$ cat src/rtl/awd_pkg.sv
package awd_pkg;
  typedef enum logic [1:0] {
    FLD_CTRL = 2'd0,
    FLD_BASE = 2'd1,
    FLD_RLO  = 2'd2,
    FLD_RHI  = 2'd3
  } fld_e;

  localparam int          DW        = 32;
  localparam int          WIDE_STR  = 16;
  localparam int          NARR_STR  = 8;
  localparam int          HOLE_SZ   = 16;
  localparam logic [31:0] CTRL_KEEP = 32'hFFFF_FFF1;
  localparam logic [31:0] BASE_KEEP = 32'hFFFF_000F;
  localparam logic [31:0] RLO_KEEP  = 32'hFFFF_0000;
  localparam int          EN_BIT    = 0;
  localparam int          TGT_LSB   = 4;
  localparam int          ATTR_LSB  = 8;
endpackage

$ cat src/rtl/awd_regs.sv
module awd_regs
  import awd_pkg::*;
#(
  parameter int NUM_WIN   = 20,
  parameter int NUM_REMAP = 8,
  parameter int REG_AW    = 8
) (
  input  logic                          clk_i,
  input  logic                          rst_ni,
  input  logic                          we_i,
  input  logic [REG_AW-1:0]             addr_i,
  input  logic [DW-1:0]                 wdata_i,
  output logic [DW-1:0]                 rdata_o,
  output logic [NUM_WIN-1:0][DW-1:0]    ctrl_o,
  output logic [NUM_WIN-1:0][DW-1:0]    base_o,
  output logic [NUM_WIN-1:0][DW-1:0]    rlo_o
);
  localparam int          IDX_W    = $clog2(NUM_WIN);
  localparam logic [31:0] WIDE_END = 32'(NUM_REMAP * WIDE_STR);
  localparam logic [31:0] NARR_BEG = 32'(NUM_REMAP * WIDE_STR + HOLE_SZ);
  localparam logic [31:0] NARR_END = 32'(NUM_REMAP * WIDE_STR + HOLE_SZ
                                         + (NUM_WIN - NUM_REMAP) * NARR_STR);

  logic [31:0]      a_w;
  logic             dec_valid;
  logic [IDX_W-1:0] dec_idx;
  fld_e             dec_fld;
  logic [NUM_WIN-1:0][DW-1:0] rhi_a;

  logic unused_lsb;
  assign unused_lsb = ^addr_i[1:0];

  assign a_w = {{(32-REG_AW){1'b0}}, addr_i[REG_AW-1:2], 2'b00};

  // Irregular map: wide stride, reserved gap, narrow stride
  always_comb begin
    dec_valid = 1'b0;
    dec_idx   = '0;
    dec_fld   = FLD_CTRL;
    if (a_w < WIDE_END) begin
      dec_valid = 1'b1;
      dec_idx   = IDX_W'(a_w / 32'(WIDE_STR));
      dec_fld   = fld_e'(a_w[3:2]);
    end else if (a_w >= NARR_BEG && a_w < NARR_END) begin
      dec_valid = 1'b1;
      dec_idx   = IDX_W'(32'(NUM_REMAP) + (a_w - NARR_BEG) / 32'(NARR_STR));
      dec_fld   = a_w[2] ? FLD_BASE : FLD_CTRL;
    end
  end

  for (genvar w = 0; w < NUM_WIN; w++) begin : g_win
    logic          sel;
    logic [DW-1:0] ctrl_r, base_r, rlo_r, rhi_r;

    assign sel = we_i && dec_valid && (dec_idx == IDX_W'(w));

    always_ff @(posedge clk_i or negedge rst_ni) begin
      if (!rst_ni) begin
        ctrl_r <= '0;
        base_r <= '0;
      end else if (sel) begin
        if (dec_fld == FLD_CTRL) ctrl_r <= wdata_i & CTRL_KEEP;
        if (dec_fld == FLD_BASE) base_r <= wdata_i & BASE_KEEP;
      end
    end

    if (w < NUM_REMAP) begin : g_rmp
      always_ff @(posedge clk_i or negedge rst_ni) begin
        if (!rst_ni) begin
          rlo_r <= '0;
          rhi_r <= '0;
        end else if (sel) begin
          if (dec_fld == FLD_RLO) rlo_r <= wdata_i & RLO_KEEP;
          if (dec_fld == FLD_RHI) rhi_r <= wdata_i;
        end
      end
    end else begin : g_plain
      assign rlo_r = '0;
      assign rhi_r = '0;
    end

    assign ctrl_o[w] = ctrl_r;
    assign base_o[w] = base_r;
    assign rlo_o[w]  = rlo_r;
    assign rhi_a[w]  = rhi_r;
  end

  always_comb begin
    rdata_o = '0;
    if (dec_valid) begin
      unique case (dec_fld)
        FLD_CTRL: rdata_o = ctrl_o[dec_idx];
        FLD_BASE: rdata_o = base_o[dec_idx];
        FLD_RLO:  rdata_o = rlo_o[dec_idx];
        FLD_RHI:  rdata_o = rhi_a[dec_idx];
        default:  rdata_o = '0;
      endcase
    end
  end
endmodule

$ cat src/rtl/awd_match.sv
module awd_match
  import awd_pkg::*;
#(
  parameter int NUM_WIN = 20
) (
  input  logic [DW-1:0]              addr_i,
  input  logic [NUM_WIN-1:0][DW-1:0] ctrl_i,
  input  logic [NUM_WIN-1:0][DW-1:0] base_i,
  output logic [NUM_WIN-1:0]         hit_o
);
  logic unused_addr;
  assign unused_addr = ^addr_i[15:0];

  for (genvar w = 0; w < NUM_WIN; w++) begin : g_cmp
    logic [15:0] msk;
    logic        unused_w;
    assign msk      = ctrl_i[w][31:16];
    assign unused_w = ^{ctrl_i[w][15:1], base_i[w][15:0]};
    assign hit_o[w] = ctrl_i[w][EN_BIT]
                    && (((addr_i[31:16] ^ base_i[w][31:16]) & ~msk) == 16'h0);
  end
endmodule

$ cat src/rtl/awd_select.sv
module awd_select
  import awd_pkg::*;
#(
  parameter int NUM_WIN   = 20,
  parameter int NUM_REMAP = 8
) (
  input  logic [DW-1:0]                addr_i,
  input  logic [NUM_WIN-1:0]           hit_i,
  input  logic [NUM_WIN-1:0][DW-1:0]   ctrl_i,
  input  logic [NUM_WIN-1:0][DW-1:0]   rlo_i,
  output logic                         hit_o,
  output logic                         multi_o,
  output logic [$clog2(NUM_WIN)-1:0]   idx_o,
  output logic [3:0]                   target_o,
  output logic [7:0]                   attr_o,
  output logic [DW-1:0]                xlat_o
);
  localparam int IDX_W = $clog2(NUM_WIN);

  logic             found;
  logic [IDX_W-1:0] idx;
  logic [DW-1:0]    sel_ctrl, sel_rlo;
  logic [15:0]      msk;
  logic             remappable;
  logic             unused_sel;

  // Lowest index wins
  always_comb begin
    found = 1'b0;
    idx   = '0;
    for (int w = 0; w < NUM_WIN; w++) begin
      if (hit_i[w] && !found) begin
        found = 1'b1;
        idx   = IDX_W'(w);
      end
    end
  end

  assign sel_ctrl   = ctrl_i[idx];
  assign sel_rlo    = rlo_i[idx];
  assign msk        = sel_ctrl[31:16];
  assign remappable = found && ({1'b0, idx} < (IDX_W+1)'(NUM_REMAP));
  assign unused_sel = ^{sel_ctrl[3:0], sel_rlo[15:0]};

  assign hit_o    = found;
  assign multi_o  = (hit_i & (hit_i - 1'b1)) != '0;
  assign idx_o    = idx;
  assign target_o = found ? sel_ctrl[TGT_LSB +: 4]  : 4'h0;
  assign attr_o   = found ? sel_ctrl[ATTR_LSB +: 8] : 8'h00;
  assign xlat_o[15:0]  = addr_i[15:0];
  assign xlat_o[31:16] = remappable ? ((sel_rlo[31:16] & ~msk) | (addr_i[31:16] & msk))
                                    : addr_i[31:16];
endmodule

$ cat src/rtl/addr_win_decoder.sv
module addr_win_decoder
  import awd_pkg::*;
#(
  parameter int NUM_WIN   = 20,
  parameter int NUM_REMAP = 8,
  parameter int REG_AW    = 8
) (
  input  logic                        clk_i,
  input  logic                        rst_ni,
  input  logic                        reg_we_i,
  input  logic [REG_AW-1:0]           reg_addr_i,
  input  logic [31:0]                 reg_wdata_i,
  output logic [31:0]                 reg_rdata_o,
  input  logic [31:0]                 cpu_addr_i,
  output logic                        hit_o,
  output logic                        miss_o,
  output logic                        multi_hit_o,
  output logic [$clog2(NUM_WIN)-1:0]  win_idx_o,
  output logic [3:0]                  target_o,
  output logic [7:0]                  attr_o,
  output logic [31:0]                 xlat_addr_o
);
  logic [NUM_WIN-1:0][DW-1:0] ctrl_q, base_q, rlo_q;
  logic [NUM_WIN-1:0]         hit_vec;
  logic                       any_hit;

  awd_regs #(.NUM_WIN(NUM_WIN), .NUM_REMAP(NUM_REMAP), .REG_AW(REG_AW)) u_regs (
    .clk_i   (clk_i),
    .rst_ni  (rst_ni),
    .we_i    (reg_we_i),
    .addr_i  (reg_addr_i),
    .wdata_i (reg_wdata_i),
    .rdata_o (reg_rdata_o),
    .ctrl_o  (ctrl_q),
    .base_o  (base_q),
    .rlo_o   (rlo_q)
  );

  awd_match #(.NUM_WIN(NUM_WIN)) u_match (
    .addr_i (cpu_addr_i),
    .ctrl_i (ctrl_q),
    .base_i (base_q),
    .hit_o  (hit_vec)
  );

  awd_select #(.NUM_WIN(NUM_WIN), .NUM_REMAP(NUM_REMAP)) u_sel (
    .addr_i   (cpu_addr_i),
    .hit_i    (hit_vec),
    .ctrl_i   (ctrl_q),
    .rlo_i    (rlo_q),
    .hit_o    (any_hit),
    .multi_o  (multi_hit_o),
    .idx_o    (win_idx_o),
    .target_o (target_o),
    .attr_o   (attr_o),
    .xlat_o   (xlat_addr_o)
  );

  assign hit_o  = any_hit;
  assign miss_o = ~any_hit;
endmodule

$ cat config.mk
export PLATFORM = sky130hd
export DESIGN_NAME = addr_win_decoder
export DESIGN_NICKNAME = d
export VERILOG_FILES = /design/src/rtl/awd_pkg.sv /design/src/rtl/awd_regs.sv /design/src/rtl/awd_match.sv /design/src/rtl/awd_select.sv /design/src/rtl/addr_win_decoder.sv
export SDC_FILE = /design/constraint.sdc
export NUM_CORES = 2
export LEC_CHECK = 0
export ABC_CLOCK_PERIOD_IN_PS = 12700
export BUFFER_PORTS_ARGS = -buffer_cell sky130_fd_sc_hd__clkbuf_2
export CORE_MARGIN = 2
export CORE_UTILIZATION = 25
export DETAILED_ROUTE_END_ITERATION = 12
export PLACE_DENSITY = 0.39
export SLEW_MARGIN = 25
export SYNTH_ARGS = -nofsm -noshare
export SYNTH_HDL_FRONTEND = slang
export SYNTH_SLANG_ARGS = --single-unit
$ cat constraint.sdc
create_clock -name clk_i -period 12.7 [get_ports clk_i]
set_input_delay 2.54 -clock clk_i [delete_from_list [all_inputs] [get_ports clk_i]]
set_output_delay 2.54 -clock clk_i [all_outputs]
set_load 0.01 [all_outputs]
; ---- Word-level counts from Yosys, hierarchy flattened
; Cells that the tools add are included.
[totals]
reg_bits = 1364
input_bits = 75
[classes]
add_sub_neg = 3
order_cmp = 6
eq_ne = 22
mux = 63
bitwise = 66
reduce_logical = 160
[op_table]
columns = cell, count
row1 = 32-bit binary-select mux with 5-bit select, 6
row2 = 16-bit bitwise AND, 22
row3 = 16-bit inverter, 21
row4 = 16-bit logical NOT, 20
row5 = 16-bit bitwise XOR, 20
row6 = 32-bit two-way mux, 7
row7 = 32-bit one-hot mux with 4 select lines, 1
row8 = 2-bit AND reduction, 56
row9 = 1-bit logical AND, 62
row10 = "5-bit by 4-bit equality test with 1-bit output, second input constant", 8
row11 = 4-bit two-way mux, 9
row12 = 5-bit two-way mux, 6
row13 = 1-bit two-way mux, 24
row14 = 20-bit bitwise AND, 1
row15 = "5-bit by 3-bit equality test with 1-bit output, second input constant", 4
row16 = "5-bit equality test, second input constant", 4
row17 = 20-bit nonzero test, 1
row18 = "20-bit by 1-bit subtractor with 20-bit output, second input constant", 1
row19 = 1-bit logical NOT, 19
row20 = "8-bit less-than comparator, second input constant", 2
row21 = 16-bit two-way mux, 1
row22 = 16-bit bitwise OR, 1
row23 = "5-bit by 6-bit less-than comparator with 1-bit output, second input constant", 2
row24 = 3-bit two-way mux, 4
row25 = other kinds (13), 18

; ---- Depth between registers and ports, before layout
[logic_depth]
ltp_word = 68
depth_mapped = 18

; ---- Cells and area by module
; A second synthesis with hierarchy kept.
[hier_totals]
cells_unflattened = 7268
area_unflattened_um2 = 78383.9
[modules_own_cells]
columns = module, n_inst, cells_per_inst, area_per_inst_um2
row1 = awd_regs, 1, 5731, 68253.0
row2 = awd_select, 1, 932, 5515.3
row3 = awd_match, 1, 604, 4611.9
row4 = addr_win_decoder, 1, 1, 3.8

; ---- Least setup slack after synthesis
; Ideal clock, no wire load.
[synth_timing]
path_type = input -> output
from = in cpu_addr_i[27]
to = out attr_o[7]
t_arrival_ns = 5.601
setup_slack_ns = 4.559
cell_stages = 18
n_path_buf = 5
cell_sequence = buf_4 buf_2 xnor2_1 o22ai_1 nor4_1 o2111ai_1 nand2_1 nor2_1 o21a_1 or2_2 inv_1 buf_4 buf_4 buf_2 nand2_1 o22ai_1 nor3_1 nor4_1
[synth_between]
elab_chain_len = 65
word_cells_on_any_way = 160
[synth_rtl]
columns = element, line_no
row1 = "start, declared", addr_win_decoder.sv:14  ; input logic [31:0] cpu_addr_i,
row2 = 16-bit bitwise XOR, awd_match.sv:20  ; && (((addr_i[31:16] ^ base_i[w][31:16]) & ~msk) == 16'h0);
row3 = 16-bit bitwise AND, awd_match.sv:20
row4 = 16-bit logical NOT, awd_match.sv:20
row5 = 1-bit logical AND, awd_match.sv:20
row6 = 1-bit two-way mux, awd_select.sv:32  ; if (hit_i[w] && !found) begin
row7 = 1-bit logical NOT, awd_select.sv:32
row8 = 1-bit logical AND, awd_select.sv:32
row9 = 1-bit two-way mux, awd_select.sv:32
row10 = [... 49 more ...], -
row11 = 1-bit logical AND, awd_select.sv:32
row12 = 1-bit two-way mux, awd_select.sv:32
row13 = 1-bit logical NOT, awd_select.sv:32
row14 = 1-bit logical AND, awd_select.sv:32
row15 = 5-bit two-way mux, awd_select.sv:32
row16 = 32-bit binary-select mux with 5-bit select, awd_select.sv:39  ; assign sel_ctrl = ctrl_i[idx];
row17 = 32-bit two-way mux (not written as such), awd_select.sv:39
row18 = 8-bit two-way mux *, awd_select.sv:49  ; assign attr_o = found ? sel_ctrl[ATTR_LSB +: 8] : 8'h00;
row19 = "end, declared", addr_win_decoder.sv:20  ; output logic [7:0] attr_o,
; Every way passes the cells marked *; elsewhere a longest branch is shown, timed or not. The select of a mux whose other input is x is not followed.

; ---- Worst setup path after layout
[layout_timing]
from = in cpu_addr_i[25]
to = out xlat_addr_o[31]
[layout_between]
elab_chain_len = 68
word_cells_on_any_way = 168
[layout_rtl]
columns = element, line_no
row1 = 16-bit bitwise XOR, awd_match.sv:20
row2 = 16-bit bitwise AND, awd_match.sv:20
row3 = 16-bit logical NOT, awd_match.sv:20
row4 = 1-bit logical AND, awd_match.sv:20
row5 = 1-bit two-way mux, awd_select.sv:32
row6 = 1-bit logical NOT, awd_select.sv:32
row7 = 1-bit logical AND, awd_select.sv:32
row8 = 1-bit two-way mux, awd_select.sv:32
row9 = [... 52 more ...], -
row10 = 1-bit logical AND, awd_select.sv:32
row11 = 5-bit two-way mux, awd_select.sv:32
row12 = 32-bit binary-select mux with 5-bit select, awd_select.sv:39
row13 = 32-bit two-way mux (not written as such), awd_select.sv:39
row14 = 16-bit inverter, awd_select.sv:51  ; assign xlat_o[31:16] = remappable ? ((sel_rlo[31:16] & ~msk) | (addr_i[31:16] & msk))
row15 = 16-bit bitwise AND, awd_select.sv:51
row16 = 16-bit bitwise OR, awd_select.sv:51
row17 = 16-bit two-way mux *, awd_select.sv:51
row18 = "end, declared", addr_win_decoder.sv:21  ; output logic [31:0] xlat_addr_o
; Marks and branches as above.

==> summary.md <==
| Metric | Value |
|---|---|
| Cell Count Post-Placement | 9223 |
| Post-CTS sizing | 0 |
| Fmax | 88.0 MHz |
| Num rows | 192 |
| Avg WL per Cell | 31.8 µm |
| Most frequent standard cell in the layout excluding fill and tap cells | mux2_2 |
| H-tree depth | 4 |
| CTS tree | yes |
| DR vias | 52100 |
| RD Place Congestion | 0.889 |
| Worst reg2reg startpoint | u_regs.g_win[0].ctrl_r[30] |
| Post-place setup slack | 1.37 ns |
| Area Overhead vs Synth | 14.5% |
| RSZ-0062 raised after global routing | no |
| Die width | 529 µm |
| CP startpoint | cpu_addr_i[25] |
| GR Util All Layers | 0.211 |
| Total grt overflow | 0 |
| Pwr dens | 157 nW/µm² |
| Clock root cell | clkbuf_16 |
| Ys flop type | dfrtp_1 |
| TritonRoute pass-1 iters | 6 |
| CP Data Required Time | 10.16 ns |
| Worst VDD drop | 0.111 mV |
| Cells after Synth | 5922 |
| Yosys warning count | 0 |
| Number of enable flip-flop cells after synthesis | 0 |
| Leakage | 34.3 nW |
| Slew Viols, Final | 0 |
| Largest net degree at the start of global routing | 142 |
| Net Count, Synth | 6000 |
| Most frequent cells in the layout | mux2_2, dfrtp_1, o22ai_1 |
| Worst Setup End Kind | output port |
| Fin crit period | 11.36 ns |
| Final Power | 12.4 mW |
| Final WS setup | 1.34 ns |
| First-pass GRT wire length | 423000 µm |
| Setup TNS | 0 ns |
| Synth unique cells | 65 |
| Fin cells | 9518 |
| CTS buffer count | 161 |
| Dpl cell area | 73600 µm² |
| Status | finished, final reports clean |
| Final Hold Vio Count | 0 |
| Residual DRC | 0 |
| Final Hold Slack | 0.505 ns |
| Post-route ant nets | 0 |
| Initial antenna violation count | 31 |
| Sequential share of the synthesized area | 0.495 |
| Layout Skew | 0 ns |
| Synthesis-stage register bit count | 1364 |
| Relative slew slack | 0.242 |
| CTS Sinks | 1364 |
| Initial Util | 0.252 |
| Final setup viols | 0 |
| Hold WC Path Type | reg -> reg |
| Crit Path Category | in -> out |
| Max Root-Sink Buffers | 3 |
| Number of global-route vias before repair | 51800 |
| Max-Cap Viols | 0 |
| Clock transition at path regs | 0.06 ns |
| Post-DP HPWL | 193000 µm |
| PortBufs | 124 |
| Initial drt markers | 4648 |
| Post-synth ARST share | 1.00 |
| Period utilisation layout | 0.895 |
| Area of the core | 274000 µm² |
| Setup bufs post-CTS | 0 |
| Die area | 280000 µm² |
| Layout cell share with drive strength beyond 1 | 0.349 |
| Final wirelength | 303000 µm |
| Die H | 529 µm |
| Design area | 78900 µm² |
| IO Count | 159 |
| WP data arrival | 8.82 ns |
| Cell Area, Synth | 68900 µm² |
| Crit path max fanout | 97 |
| Worst-Margin Slew | 1.12 ns |
| Vias per cell | 5.47 |
| # hold bufs at CTS | 0 |
| Final Core Density | 0.288 |
| Startpoint Class | input port |
| Hold path start | u_regs.g_win[7].rhi_r[12] |
| Final net count | 5876 |
| Syn Area/Cell | 11.6 µm² |
| Worst-Skew Late Latency | 0.80 ns |
==> registers in the layout, summed over array words and instances (netlist names) <==
signal	cells
u_regs.g_win.rlo_r	128
u_regs.g_win.base_r	400
u_regs.g_win.ctrl_r	580
u_regs.g_win.rhi_r	256
==> cells in the mapped netlist (9+ instances only) <==
master / n / share of area
a21oi_1: 55 / 0.0040
a22oi_1: 64 / 0.0070
a311o_1: 9 / 0.0013
a31oi_1: 56 / 0.0051
and3_1: 45 / 0.0041
buf_1: 99 / 0.0054
buf_2: 39 / 0.0028
buf_4: 41 / 0.0045
buf_6: 9 / 0.0015
clkbuf_1: 423 / 0.023
dfrtp_1: 1364 / 0.50
inv_1: 9 / 0.00049
mux2_2: 1389 / 0.23
mux2i_1: 76 / 0.011
mux4_2: 25 / 0.0082
nand2_1: 300 / 0.016
nand3_1: 88 / 0.0064
nand4_1: 39 / 0.0035
nor2_1: 125 / 0.0068
nor3_1: 50 / 0.0036
nor4_1: 23 / 0.0021
o211ai_1: 13 / 0.0014
o21ai_0: 296 / 0.022
o221ai_1: 136 / 0.017
o22ai_1: 703 / 0.064
o311ai_0: 10 / 0.0013
or3_1: 9 / 0.00082
xnor2_1: 321 / 0.041
==> final timing paths <==
| kind | to | slack (ns) | cells after the start |
|---|---|---|---|
| max | xlat_addr_o[31] | 1.34 | 16 |
| min | u_regs.g_win[7].rhi_r[12] | 0.51 | 1 |
| max reg2reg | u_regs.g_win[0].ctrl_r[30] | 11.73 | 1 |
| min reg2reg | u_regs.g_win[7].rhi_r[12] | 0.51 | 1 |
| max in group asynchronous | u_regs.g_win[12].base_r[31] | 8.71 | 3 |
| min in group asynchronous | u_regs.g_win[3].rhi_r[11] | 1.67 | 1 |
==> layout make-up <==
type / instances / area [µm²]
sequential: 1364 / 34100
tap: 3589 / 4490
inverter: 12 / 55.1
multi-input combinational: 3933 / 32500
clock inverter: 42 / 369
clock buffer: 243 / 4850
timing repair buffer: 326 / 2490
antenna: 9 / 22.5
fill: 28300 / 195000
==> critical path: stages <==
cell and delay (ns):
clkbuf_2 0.70, buf_4 0.36, xnor2_1 0.09, o22ai_1 0.31
nor4_1 0.12, nand3_1 0.25, nand2_1 0.17, or3_1 0.56
o41a_2 0.63, inv_8 0.62, buf_4 0.71, mux4_2 0.58
nand2_1 0.08, a21oi_1 0.07, a21oi_1 0.66, clkbuf_2 0.26
==> report_power, final <==
part / switching (mW) / internal (mW) / total [mW]
sequential: 0.533 / 4.95 / 5.48
clock: 1.96 / 2.72 / 4.68
combinational: 1.24 / 0.963 / 2.20
total: 3.73 / 8.63 / 12.4
==> layer usage <==
layer  wire, µm  global-route usage
met4       9780              0.0642
met5         87                   0
met3      16600              0.0296
met1     136000               0.295
met2     140000               0.336
==> cell families (layout without fill, tap and decap cells) <==
group / count (synthesis) / count (layout) / synth area share
mux: 1490 / 1490 / 0.246
compound gates: 1415 / 1415 / 0.132
flops: 1364 / 1364 / 0.495
simple gates: 703 / 703 / 0.0464
buf+inv: 625 / 623 / 0.0383
xor+xnor: 321 / 321 / 0.0408
fa+ha+maj: 4 / 4 / 0.000690
other cells: 0 / 9 / 0
Note: power is estimated with default switching activity, not from simulation.
